`src/rtl/pagedec_pkg.sv`:
```
package pagedec_pkg;
  localparam int ADDR_W    = 13;
  localparam int LOW_W     = 8;
  localparam int HI_W      = ADDR_W - LOW_W;
  localparam int ROM_PG_W  = 2;
  localparam int RAM_PG_W  = 1;
  localparam int DISP_N    = 2;
  localparam int BIC_W     = 3;

  typedef logic [ADDR_W-1:0] addr_t;

  localparam addr_t RAM_LAST       = addr_t'(13'h03FF);
  localparam addr_t ROM_FIX_BASE   = addr_t'(13'h0800);
  localparam addr_t ROM_PAGED_BASE = addr_t'(13'h1000);
  localparam addr_t DISP0_ADDR     = addr_t'(13'h040A);
  localparam addr_t DISP1_ADDR     = addr_t'(13'h0412);
  localparam addr_t BIC_BASE       = addr_t'(13'h0418);

  function automatic logic in_ram(addr_t a);
    return a <= RAM_LAST;
  endfunction

  function automatic logic in_rom_fixed(addr_t a);
    return (a >= ROM_FIX_BASE) && (a < ROM_PAGED_BASE);
  endfunction

  function automatic logic in_rom_paged(addr_t a);
    return a >= ROM_PAGED_BASE;
  endfunction

  function automatic addr_t disp_addr(int idx);
    return (idx == 0) ? DISP0_ADDR : DISP1_ADDR;
  endfunction

  function automatic logic in_bic(addr_t a);
    return a[ADDR_W-1:BIC_W] == BIC_BASE[ADDR_W-1:BIC_W];
  endfunction
endpackage

```
`src/rtl/pagedec_alatch.sv`:
```
module pagedec_alatch
  import pagedec_pkg::*;
(
  input  logic             clk,
  input  logic             rst_n,
  input  logic             strobe,
  input  logic [LOW_W-1:0] bus_in,
  output logic [LOW_W-1:0] low_q
);
  always_ff @(posedge clk or negedge rst_n) begin
    if (!rst_n)      low_q <= '0;
    else if (strobe) low_q <= bus_in;
  end
endmodule

```
`src/rtl/pagedec_pagereg.sv`:
```
module pagedec_pagereg #(
  parameter int W = 1
) (
  input  logic         clk,
  input  logic         rst_n,
  input  logic [W-1:0] pg_in,
  output logic [W-1:0] pg_q
);
  always_ff @(posedge clk or negedge rst_n) begin
    if (!rst_n) pg_q <= '0;
    else        pg_q <= pg_in;
  end
endmodule

```
`src/rtl/pagedec_decode.sv`:
```
module pagedec_decode
  import pagedec_pkg::*;
(
  input  addr_t               addr,
  input  logic                en,
  input  logic [ROM_PG_W-1:0] rom_pg,
  input  logic [RAM_PG_W-1:0] ram_pg,
  output logic                ram_sel,
  output logic                rom_sel,
  output logic [DISP_N-1:0]   disp_sel,
  output logic                bic_sel,
  output logic [BIC_W-1:0]    bic_reg,
  output logic [ROM_PG_W-1:0] rom_a_hi,
  output logic [RAM_PG_W-1:0] ram_a_hi
);
  logic              ram_hit, rom_fix_hit, rom_pg_hit, bic_hit;
  logic [DISP_N-1:0] disp_hit;

  assign ram_hit     = in_ram(addr);
  assign rom_fix_hit = in_rom_fixed(addr);
  assign rom_pg_hit  = in_rom_paged(addr);
  assign bic_hit     = in_bic(addr);

  for (genvar i = 0; i < DISP_N; i++) begin : g_disp
    assign disp_hit[i] = (addr == disp_addr(i));
    assign disp_sel[i] = en & disp_hit[i];
  end

  always_comb begin
    ram_sel  = en & ram_hit;
    rom_sel  = en & (rom_fix_hit | rom_pg_hit);
    bic_sel  = en & bic_hit;
    bic_reg  = bic_sel ? addr[BIC_W-1:0] : '0;
    rom_a_hi = (en & rom_pg_hit) ? rom_pg : '0;
    ram_a_hi = ram_sel ? ram_pg : '0;
  end
endmodule

```
`src/rtl/pagedec_top.sv`:
```
module pagedec_top
  import pagedec_pkg::*;
(
  input  logic                clk,
  input  logic                rst_n,
  input  logic                as_i,
  input  logic                ds_i,
  input  logic [LOW_W-1:0]    ad_i,
  input  logic [HI_W-1:0]     a_hi_i,
  input  logic [ROM_PG_W-1:0] rom_page_i,
  input  logic [RAM_PG_W-1:0] ram_page_i,
  output logic                ram_sel_o,
  output logic                rom_sel_o,
  output logic [DISP_N-1:0]   disp_sel_o,
  output logic                bic_sel_o,
  output logic [BIC_W-1:0]    bic_reg_o,
  output logic [ROM_PG_W-1:0] rom_a_hi_o,
  output logic [RAM_PG_W-1:0] ram_a_hi_o
);
  localparam int PG_W = ROM_PG_W + RAM_PG_W;

  logic [LOW_W-1:0]    lat_q;
  logic [PG_W-1:0]     pg_q;
  logic [ROM_PG_W-1:0] rom_pg_q;
  logic [RAM_PG_W-1:0] ram_pg_q;
  addr_t               full_addr;
  logic                bus_en;

  pagedec_alatch u_alatch (
    .clk    (clk),
    .rst_n  (rst_n),
    .strobe (as_i),
    .bus_in (ad_i),
    .low_q  (lat_q)
  );

  pagedec_pagereg #(.W(PG_W)) u_pagereg (
    .clk   (clk),
    .rst_n (rst_n),
    .pg_in ({rom_page_i, ram_page_i}),
    .pg_q  (pg_q)
  );

  assign rom_pg_q  = pg_q[PG_W-1:RAM_PG_W];
  assign ram_pg_q  = pg_q[RAM_PG_W-1:0];
  assign full_addr = {a_hi_i, lat_q};
  assign bus_en    = ds_i & rst_n;

  pagedec_decode u_decode (
    .addr     (full_addr),
    .en       (bus_en),
    .rom_pg   (rom_pg_q),
    .ram_pg   (ram_pg_q),
    .ram_sel  (ram_sel_o),
    .rom_sel  (rom_sel_o),
    .disp_sel (disp_sel_o),
    .bic_sel  (bic_sel_o),
    .bic_reg  (bic_reg_o),
    .rom_a_hi (rom_a_hi_o),
    .ram_a_hi (ram_a_hi_o)
  );
endmodule

```
`config.mk`:
```
export PLATFORM = sky130hd
export DESIGN_NAME = pagedec_top
export DESIGN_NICKNAME = d
export VERILOG_FILES = /design/src/rtl/pagedec_pkg.sv /design/src/rtl/pagedec_alatch.sv /design/src/rtl/pagedec_pagereg.sv /design/src/rtl/pagedec_decode.sv /design/src/rtl/pagedec_top.sv
export SDC_FILE = /design/constraint.sdc
export NUM_CORES = 1
export LEC_CHECK = 0
export ABC_CLOCK_PERIOD_IN_PS = 1300
export BUFFER_PORTS_ARGS = -buffer_cell sky130_fd_sc_hd__buf_2
export CORE_UTILIZATION = 38
export CTS_CLUSTER_SIZE = 10
export DETAILED_ROUTE_END_ITERATION = 6
export PLACE_DENSITY = 0.73
export SLEW_MARGIN = 20
export SYNTH_ARGS = -nofsm -noshare
export SYNTH_HDL_FRONTEND = slang
export SYNTH_HIERARCHICAL = 1
export SYNTH_SLANG_ARGS = --single-unit
```
`constraint.sdc`:
```
create_clock -name clk -period 1.3 [get_ports clk]
set_input_delay 0.065 -clock clk [delete_from_list [all_inputs] [get_ports clk]]
set_output_delay 0.065 -clock clk [all_outputs]
set_load 0.1 [all_outputs]
```
======== Yosys cells after proc, flatten, opt, wreduce, memory -nomap -nowiden ========
Index checks and enable logic that the tools add are counted.
storage, ports and cells
  word-level logic and storage cells ...... 21
  input port bits ......................... 20
  bits in registers ....................... 11
  output and inout bits ................... 11
operators by class
  bitwise logic cells ..................... 8
  magnitude comparators ................... 4
  equality and inequality tests ........... 3
  reductions and logical operators ........ 1
  muxes and demuxes ....................... 3
operators by type and width
  kind                  count
  $eq 13x11->1 const B  2
  $ge 13x12->1 const B  1
  $ge 13x13->1 const B  1
  $le 13x10->1 const B  1
  $lt 13x13->1 const B  1
  $eq 10x8->1 const B   1
  $and 1x1->1           7
  $mux 3                1
  $mux 2                1
  $logic_and 1x1->1     1
  $mux 1                1
  $or 1x1->1            1

======== Longest topological paths before layout ========
Gate-level depths: netlist of run 1.
  word-level depth ........................ 4
  mapped depth ............................ 3
  mapped depth without buffers ............ 3

======== Hierarchy ========
The synthesis of run 1 kept the hierarchy.
by module, submodules not included
  module           area each (um^2)  cells each  times used
  pagedec_alatch   331.6             17          1
  pagedec_decode   157.7             22          1
  pagedec_pagereg  75.1              3           1
  pagedec_top      6.3               1           1

======== Least setup slack after synthesis of run 1 ========
No wires, ideal clock.
  path kind ............................... reg2out
  start ................................... reg u_alatch.low_q[5]
  end ..................................... out bic_reg_o[0]
  data required time ...................... 1235 ps
  stages on the path, launching flop included .. 4
  arrival ................................. 3872 ps
  path slack .............................. -2637 ps
  path buffers ............................ 1
  cells stage by stage .................... dfrtp_1 -> or4_1 -> buf_2 -> nor4_1
between the ends
  word-level cells in the longest chain between the ends .. 3
ends and longest elaborated chain
  what                      RTL line              RTL
  start: declaration        pagedec_alatch.sv:8   output logic [LOW_W-1:0] low_q
  start signal: assignment  pagedec_alatch.sv:12  else if (strobe) low_q <= bus_in;
  $eq 10x8->1               pagedec_pkg.sv:36     return a[ADDR_W-1:BIC_W] == BIC_BASE[ADDR_W-1:BIC_W];
  $and 1x1->1               pagedec_decode.sv:32  bic_sel = en & bic_hit;
  $mux 3                    pagedec_decode.sv:33  bic_reg = bic_sel ? addr[BIC_W-1:0] : '0;
  end: declaration          pagedec_top.sv:16     output logic [BIC_W-1:0] bic_reg_o,
No other way between the ends.

======== Worst setup path in the final report of run 1 ========
  start ................................... reg u_alatch.low_q[2]
  end ..................................... out disp_sel_o[0]
between the ends
  word-level cells in the longest chain between the ends .. 2
ends and longest elaborated chain
  what              RTL line              RTL
  $eq 13x11->1      pagedec_decode.sv:25  assign disp_hit[i] = (addr == disp_addr(i));
  $and 1x1->1       pagedec_decode.sv:26  assign disp_sel[i] = en & disp_hit[i];
  end: declaration  pagedec_top.sv:14     output logic [DISP_N-1:0] disp_sel_o,
No other way between the ends.

==> results.md, run 1 <==
* Final setup margin at -0.561 ns
* Final Hold Violating Endpoints at 0
* Sw Ratio at 28.5%
* Non-filler instance count after layout at 110
* Outcome: complete, but fails checks
* Cell area power density at 755 nW/um2
* Final WL at 1.64 mm
* Share of cells above drive strength 1 at roughly 74%
* Post-DP HPWL at around 1.3 mm
* RSZ-0062 raised after global routing: yes
* Post-synthesis sequential area ratio at between 40% and 50%
* CP Capture Point: disp_sel_o[0]
* Pint at between 600 and 700 uW
* Max Slew Vio Count at 0
* Maximum clock rate at around 0.54 GHz
* # clock sinks at 11
* Register-to-Register Path Depth at 3
* Global route overflow at 0
* Vias per Instance at approximately 4.9
* Gate power share at a little under 30%
* Busiest grt layer: met2
* CP max FO at 4
* Storage element area at 275 um2
* Core area at 1350 um2
* Placed Instance Area at between 1000 and 1500 um2
* Hold Path Origin: ad_i[0]
* Worst rel slew slack at 80.7%
* Wire length per cell at 14.9 um
* Die area at roughly 1700 um2
* Placer Congestion at 0.693
* CP max stage delay at 0.55 ns
* Drt drc at 0
* Max-Cap Viols at 0
* P&R area growth vs syn at 107%
* Buffers & Inverters on Critical Path at 1
* Layout Nets at ~120
* Ys Warns at 6
* Clock share of power at around a quarter
* WHS at about 0.022 ns
* Die W at between 40 and 50 um
* N_diodes at 0
* H-tree levels at 1
* CP required at 1.24 ns
* Syn Nets at 63
* Largest net degree at the start of global routing at 12
* Sw Pwr at between 200 and 300 uW
* R2R Path End: u_alatch/low_q[0]
* Min cycle time layout at 1.86 ns
* Failing checks: setup timing
* Least-Margin Pin Slew at between 0.2 and 0.3 ns
* CP max-delay cell: or4b_4
* Final core utilization at 87.7%
* Reg clk slew, reported paths at ~0.07 ns
* Footprint of the multi-input gates at roughly 380 um2
* GR Util met2 at a little under half
* DP Cell Count at between 100 and 150
* Via count at 543
* First-pass iteration count of the detailed router at 4
* Post-synth top area share at slightly below 50%
* Hold WC Path Type: in -> reg
* Fin Clk Skew at 0 ns
* Netlist cell types at 19
* Initial DRC Count at 3
* First-pass GRT wire length at around 2.5 mm
* Crit end category: primary output
* Filler instances at just over 60
* Post-Synthesis Cells at 43
* M3 GR Usage at under 10%
* Synth Area per Inst at approximately 13 um2
* Root Buffer: clkbuf_4
* Starting Density at approximately 42%
* Crit path DAT at 1.80 ns
* Met1 usage at 25.3%
* IO Port Bufs at 30
* DIE HEIGHT at a little over 40 um
* Leading post-synthesis cells by cell area: dfrtp_1 48%, mux2_4 21%, nor4_2 4.4%, or4b_2 3.5%, nor4_1 3.3%
* Type of the worst setup path: reg -> out
* Commonest non-fill, non-tap cell in the layout: buf_2
* Leakage at 0.000586 uW
* Yosys reg bits at 11
* Seq pwr share at 44.1%
* Vias in the first global route at 556
* Clk_lat worst skew at about 0.27 ns
* RR Startpoint: u_alatch/low_q[0]
* Initial antenna violation count at 0
* Mapped Area at ~570 um2
* Leading area contributor after synthesis: dfrtp_1
* Cts bufs inserted at 3
* Tcrit/Tclk final at 143%
* FP Rows at 13
* Worst path cell trace: or4b_4 -> nor4_4 -> buf_12
* Crit path launch type: register
* Io pins at 31
* Flop2flop setup slack at about 0.27 ns
* Antenna viol nets, final at 0
* Maximum vdd ir drop at 0.000663 V
* Most frequent cells in the layout: 19 x buf_2, 16 x buf_4, 11 x buf_12, 11 x dfrtp_1, 8 x mux2_4
* Levels on crit path at 3
* CP Launch Point: u_alatch/low_q[2]
* TritonCTS clock tree: yes
* Clock Path Buffers at 2
* Final setup viols at 6
* Total Routing Usage GR at about a quarter
* Top delay family on crit path: simple AND/OR/NAND/NOR gates
* Fin area at 1180 um2
[flip-flops by register name, summed over array words and instances, names as in the netlist]
| register | cells |
|---|---|
| u_alatch/low_q | 8 |
| u_pagereg/pg_q | 3 |
[worst register-to-register path: cells and delay by family, from the launching register on]
kind	cells	cell delay, ns
DFF	1	0.40
muxes	1	0.25
buffers and inverters	2	0.27
[cell families (layout without fill, tap and decap cells)]
kind of cell           after synthesis  count (layout)  share of synthesized area, %
buffers and inverters                5              57                          4.82
muxes                                8               8                          21.1
AOI/OAI and AO/OA                    1               1                          1.32
and+or+nand+nor                     18              18                          24.6
DFF                                 11              11                          48.2
[cell type report]
class | count | share of cell area [%]
well taps | 15 | 1.59
multi-input cells | 27 | 31.8
clock buffers | 4 | 2.22
repair buffers | 50 | 40.2
inverters | 3 | 0.951
flip-flops and latches | 11 | 23.3
[repair_timing]
item	CTS	global route
hold buffers	4	0
resized for setup	2	0
buffers inserted	1	0
pin swaps	3	1
endpoints found under the hold margin	14	0
endpoints found under the setup margin	6	6
[layer usage]
metal  routed length (um)  share of wire (%)  vias up
met5                    0                  0        -
li1                     -                  -      264
met4                   21                1.3        0
met2                  952                 58       25
met1                  579                 35      252
met3                   89                5.4        2
[worst min-delay path by stage]
stage	slack, ns	cells past startpoint	end
2_1_floorplan	-0.23	0	u_alatch/low_q[0]
3_3_place_gp	0.003	2	u_pagereg/pg_q[1]
3_5_place_dp	0.002	2	u_pagereg/pg_q[1]
4_1_cts	0.01	2	u_alatch/low_q[6]
5_1_grt	0.02	2	u_alatch/low_q[5]
6_report	0.02	2	u_alatch/low_q[0]
[power groups by stage]
stage                     clock network (uW)  logic, uW  registers (uW)
final                                    235        265             394
after global routing                     253        280             396
after CTS                                241        269             392
after detailed placement                   0        250             398
after global placement                     0        242             397
after floorplan                            0        130             393
[cells in the mapped netlist, drive strengths merged]
cell     number
nand2b        1
buf           2
and3          2
nor3          1
nand4bb       1
nand3b        1
nor4          5
or3b          1
or4           1
inv           3
nor2          1
and2          1
or4b          2
dfrtp        11
o21a          1
nor3b         1
mux2          8
[stage by stage]
stage | TNS, ns | worst slack, ns | power [uW]
after floorplan | -4.93 | -0.856 | 523
after global placement | -1.59 | -0.306 | 638
after detailed placement | -1.73 | -0.327 | 649
after CTS | -3.17 | -0.563 | 901
after global routing | -3.47 | -0.596 | 929
final | -3.19 | -0.561 | 893
No activity file was read; power rests on OpenSTA's default activity.
==> inputs of run 2 (changes only) <==
Settings changed: CORE_UTILIZATION 38 to 36, PLACE_DENSITY 0.73 to 0.71, SYNTH_HIERARCHICAL 1 to default.
==> run 2 against run 1 <==
Net effect:
- the flow still finishes with violations (setup timing)
- clock power is 6% lower
- first-iteration DRC count stayed put
- sequential power hardly changed
- critical path type unchanged
- largest power group unchanged
==> results.md, run 2 <==
* Yosys reg bits at 11 (unchanged)
* Starting Density at 39.7% (-2.6 points)
* Most frequent cells in the layout: 19 x buf_2, 11 x buf_12, 11 x dfrtp_1, 9 x buf_4, 8 x mux2_2
* Leading post-synthesis cells by cell area: dfrtp_1 52%, mux2_2 17%, nor4_1 7.1%, or4b_2 3.8%, and4_1 3.3%
* Most frequent cell after synthesis: dfrtp_1
* Clock share of power at 26.4% (about the same)
* Ys async rst share at 100% (unchanged)
* Gate power share at 27.0% (-2.7 points)
* Final core utilization at 82.2% (-5.5 points)
* Vias per Instance at 5.12 (+3.7%)
* Leakage at 0.000509 uW (-13%)
* Root Buffer: clkbuf_4
* Final WL at 1.39 mm (-16%)
* Final Hold Violating Endpoints at 0 (unchanged)
* WHS at 0.0356 ns (+0.0137 ns)
* Hold WC Path Type: in -> reg
* Post-synth top area share at 52.0% (+3.8 points)
* Final setup margin at -0.545 ns (+0.0158 ns)
* Die W at 40.3 um (-1.0%)
* Post-CTS sizing at 0 (-2)
* Netlist cell types at 16 (-3)
* Antenna viol nets, final at 0 (unchanged)
* First-pass iteration count of the detailed router at 2 (-2)
* Leading cell types by count after synthesis: 11 x dfrtp_1, 8 x mux2_2, 6 x nor4_1
* Worst rel slew slack at 67.2% (-14 points)
* Clk_lat worst skew at 0.26 ns (about the same)
* Initial antenna violation count at 0 (unchanged)
* Cts bufs inserted at 3 (unchanged)
* N_diodes at 0 (unchanged)
* P&R area growth vs syn at 107%
* Global route overflow at 0 (unchanged)
* Outcome: complete, but fails checks
* Die area at 1630 um2 (-2.0%)
* FP Rows at 13 (unchanged)
* Post-synthesis sequential area ratio at 52.0% (+3.8 points)
* Maximum clock rate at 0.542 GHz (+0.86%)
* Placer Congestion at 0.716 (+3.3%)
* CP required at 1.24 ns (about the same)
* Sw Ratio at 28.2% (-0.30 points)
* Sw Pwr at 236 uW (-7.2%)
* Layout Nets at 108 (-6.9%)
* Core area at 1330 um2 (-1.2%)
* Max reg flops at 8 (unchanged)
* Max-Cap Viols at 0 (unchanged)
* Least-Margin Pin Slew at 0.490 ns (+0.203 ns)
* H-tree levels at 1 (unchanged)
* Drt drc at 0 (unchanged)
* TritonCTS clock tree: yes
* Max Slew Vio Count at 0 (unchanged)
* Crit end category: primary output
* Largest regs: u_alatch.low_q (8), u_pagereg.pg_q (3)
* Tcrit/Tclk final at 142% (-1.2 points)
* EDFF count, synth at 0 (unchanged)
* CP max FO at 3 (-1)
* Filler instances at 69 (+13%)
* Crit path launch type: register
* Cell area power density at 764 nW/um2 (+1.3%)
* # clock sinks at 11 (unchanged)
* Crit path DAT at 1.78 ns (-0.02 ns)
* Total Power at 838 uW (-6.2%)
* DIE HEIGHT at 40.3 um (-1.0%)
* Wire length per cell at 13.6 um (-9.0%)
* Reg clk slew, reported paths at 0.06 ns (about the same)
* Initial DRC Count at 3 (unchanged)
* Type of the worst setup path: reg -> out
* Share of cells above drive strength 1 at 71.3% (-2.4 points)
* RSZ-0062 raised after global routing: yes
* IO Port Bufs at 30 (unchanged)
* Synth Flop Type: dfrtp_1
* Failing checks: setup timing
* Seq pwr share at 46.6% (+2.5 points)
* Min cycle time layout at 1.84 ns (-0.0158 ns)
* Total Routing Usage GR at 21.2% (-2.9 points)
* Io pins at 31 (unchanged)
* Leading area contributor after synthesis: dfrtp_1
* Via count at 522 (-3.9%)
* First-pass GRT wire length at 2.24 mm (-10%)
* Fin Clk Skew at 0 ns (unchanged)
* Largest net degree at the start of global routing at 12 (unchanged)
* Biggest register: u_alatch.low_q
* Post-Synthesis Cells at 43 (unchanged)
* Synth Area per Inst at 12.3 um2 (-7.2%)
* Commonest non-fill, non-tap cell in the layout: buf_2
* Clock Path Buffers at 2 (unchanged)
* Maximum vdd ir drop at 0.000860 V (+30%)
* Ys Warns at 0 (-6)
* Mapped Area at 529 um2 (-7.2%)
* Final setup viols at 6 (unchanged)
* Vias in the first global route at 513 (-7.7%)
* Syn Nets at 63 (unchanged)
* Pint at 602 uW (-5.8%)
-- run 2: through the flow --
step	setup WS [ns]	instances	area, um2	setup TNS [ns]
2_1_floorplan	-0.801	43	657	-4.59
3_3_place_gp	-0.223	94	1030	-1.24
3_5_place_dp	-0.285	94	1030	-1.41
4_1_cts	-0.576	102	1100	-3.16
5_1_grt	-0.629	102	1100	-3.48
6_report	-0.545	102	1100	-3.02
-- run 2: area by class of cell --
type	count	area, um2	area share (%)
timing repair buffer	43	423	38.6
multi-input combinational	29	353	32.2
sequential	11	275	25.1
clock buffer	4	26.3	2.40
tap	15	18.8	1.71
-- run 2: worst max-delay path, cell delays in order (launching register included) --
cell and delay [ns]:
dfrtp_1 0.40, or4b_4 0.56, nor4_4 0.35, buf_12 0.22
-- run 2: power by group through the flow --
| stage | clock network, uW | registers (uW) | logic [uW] |
|---|---|---|---|
| 2_1_floorplan | 0 | 397 | 118 |
| 3_3_place_gp | 0 | 394 | 214 |
| 3_5_place_dp | 0 | 397 | 219 |
| 4_1_cts | 232 | 391 | 228 |
| 5_1_grt | 248 | 395 | 242 |
| 6_report | 221 | 391 | 226 |
-- run 2: cells by family (layout without fill, tap and decap cells) --
family | Yosys count | count (layout) | synth area share (%)
multiplexers | 8 | 8 | 17.0
AND/OR/NAND/NOR | 20 | 20 | 26.7
flip-flops | 11 | 11 | 52.0
buffers and inverters | 3 | 47 | 2.36
AO/OA/AOI/OAI | 1 | 1 | 1.89
-- run 2: final timing paths --
| path | depth (start not counted) | slack (ns) | to | start |
|---|---|---|---|---|
| max | 3 | -0.54 | disp_sel_o[1] | u_alatch.low_q[6] |
| min | 2 | 0.04 | u_alatch.low_q[5] | ad_i[5] |
| max reg2reg | 2 | 0.38 | u_alatch.low_q[3] | u_alatch.low_q[3] |
| min reg2reg | 1 | 0.51 | u_alatch.low_q[7] | u_alatch.low_q[7] |
| max in group asynchronous | 3 | 0.54 | u_alatch.low_q[5] | rst_n |
| min in group asynchronous | 3 | 0.42 | u_alatch.low_q[7] | rst_n |
-- run 2: metal layers --
layer  global-route usage, %  vias up  wire [um]
met5                       0        -          0
met4                    7.50        0          7
met3                    4.44        2         87
met2                    35.3       22        708
met1                    26.9      244        582
li1                        -      254          -
-- run 2: what timing repair did --
item / 4_1_cts / 5_1_grt
hold endpoints to repair: 14 / 0
hold buffers: 4 / 0
pin swaps: 1 / 1
setup endpoints to repair: 6 / 6
setup buffers: 0 / 0
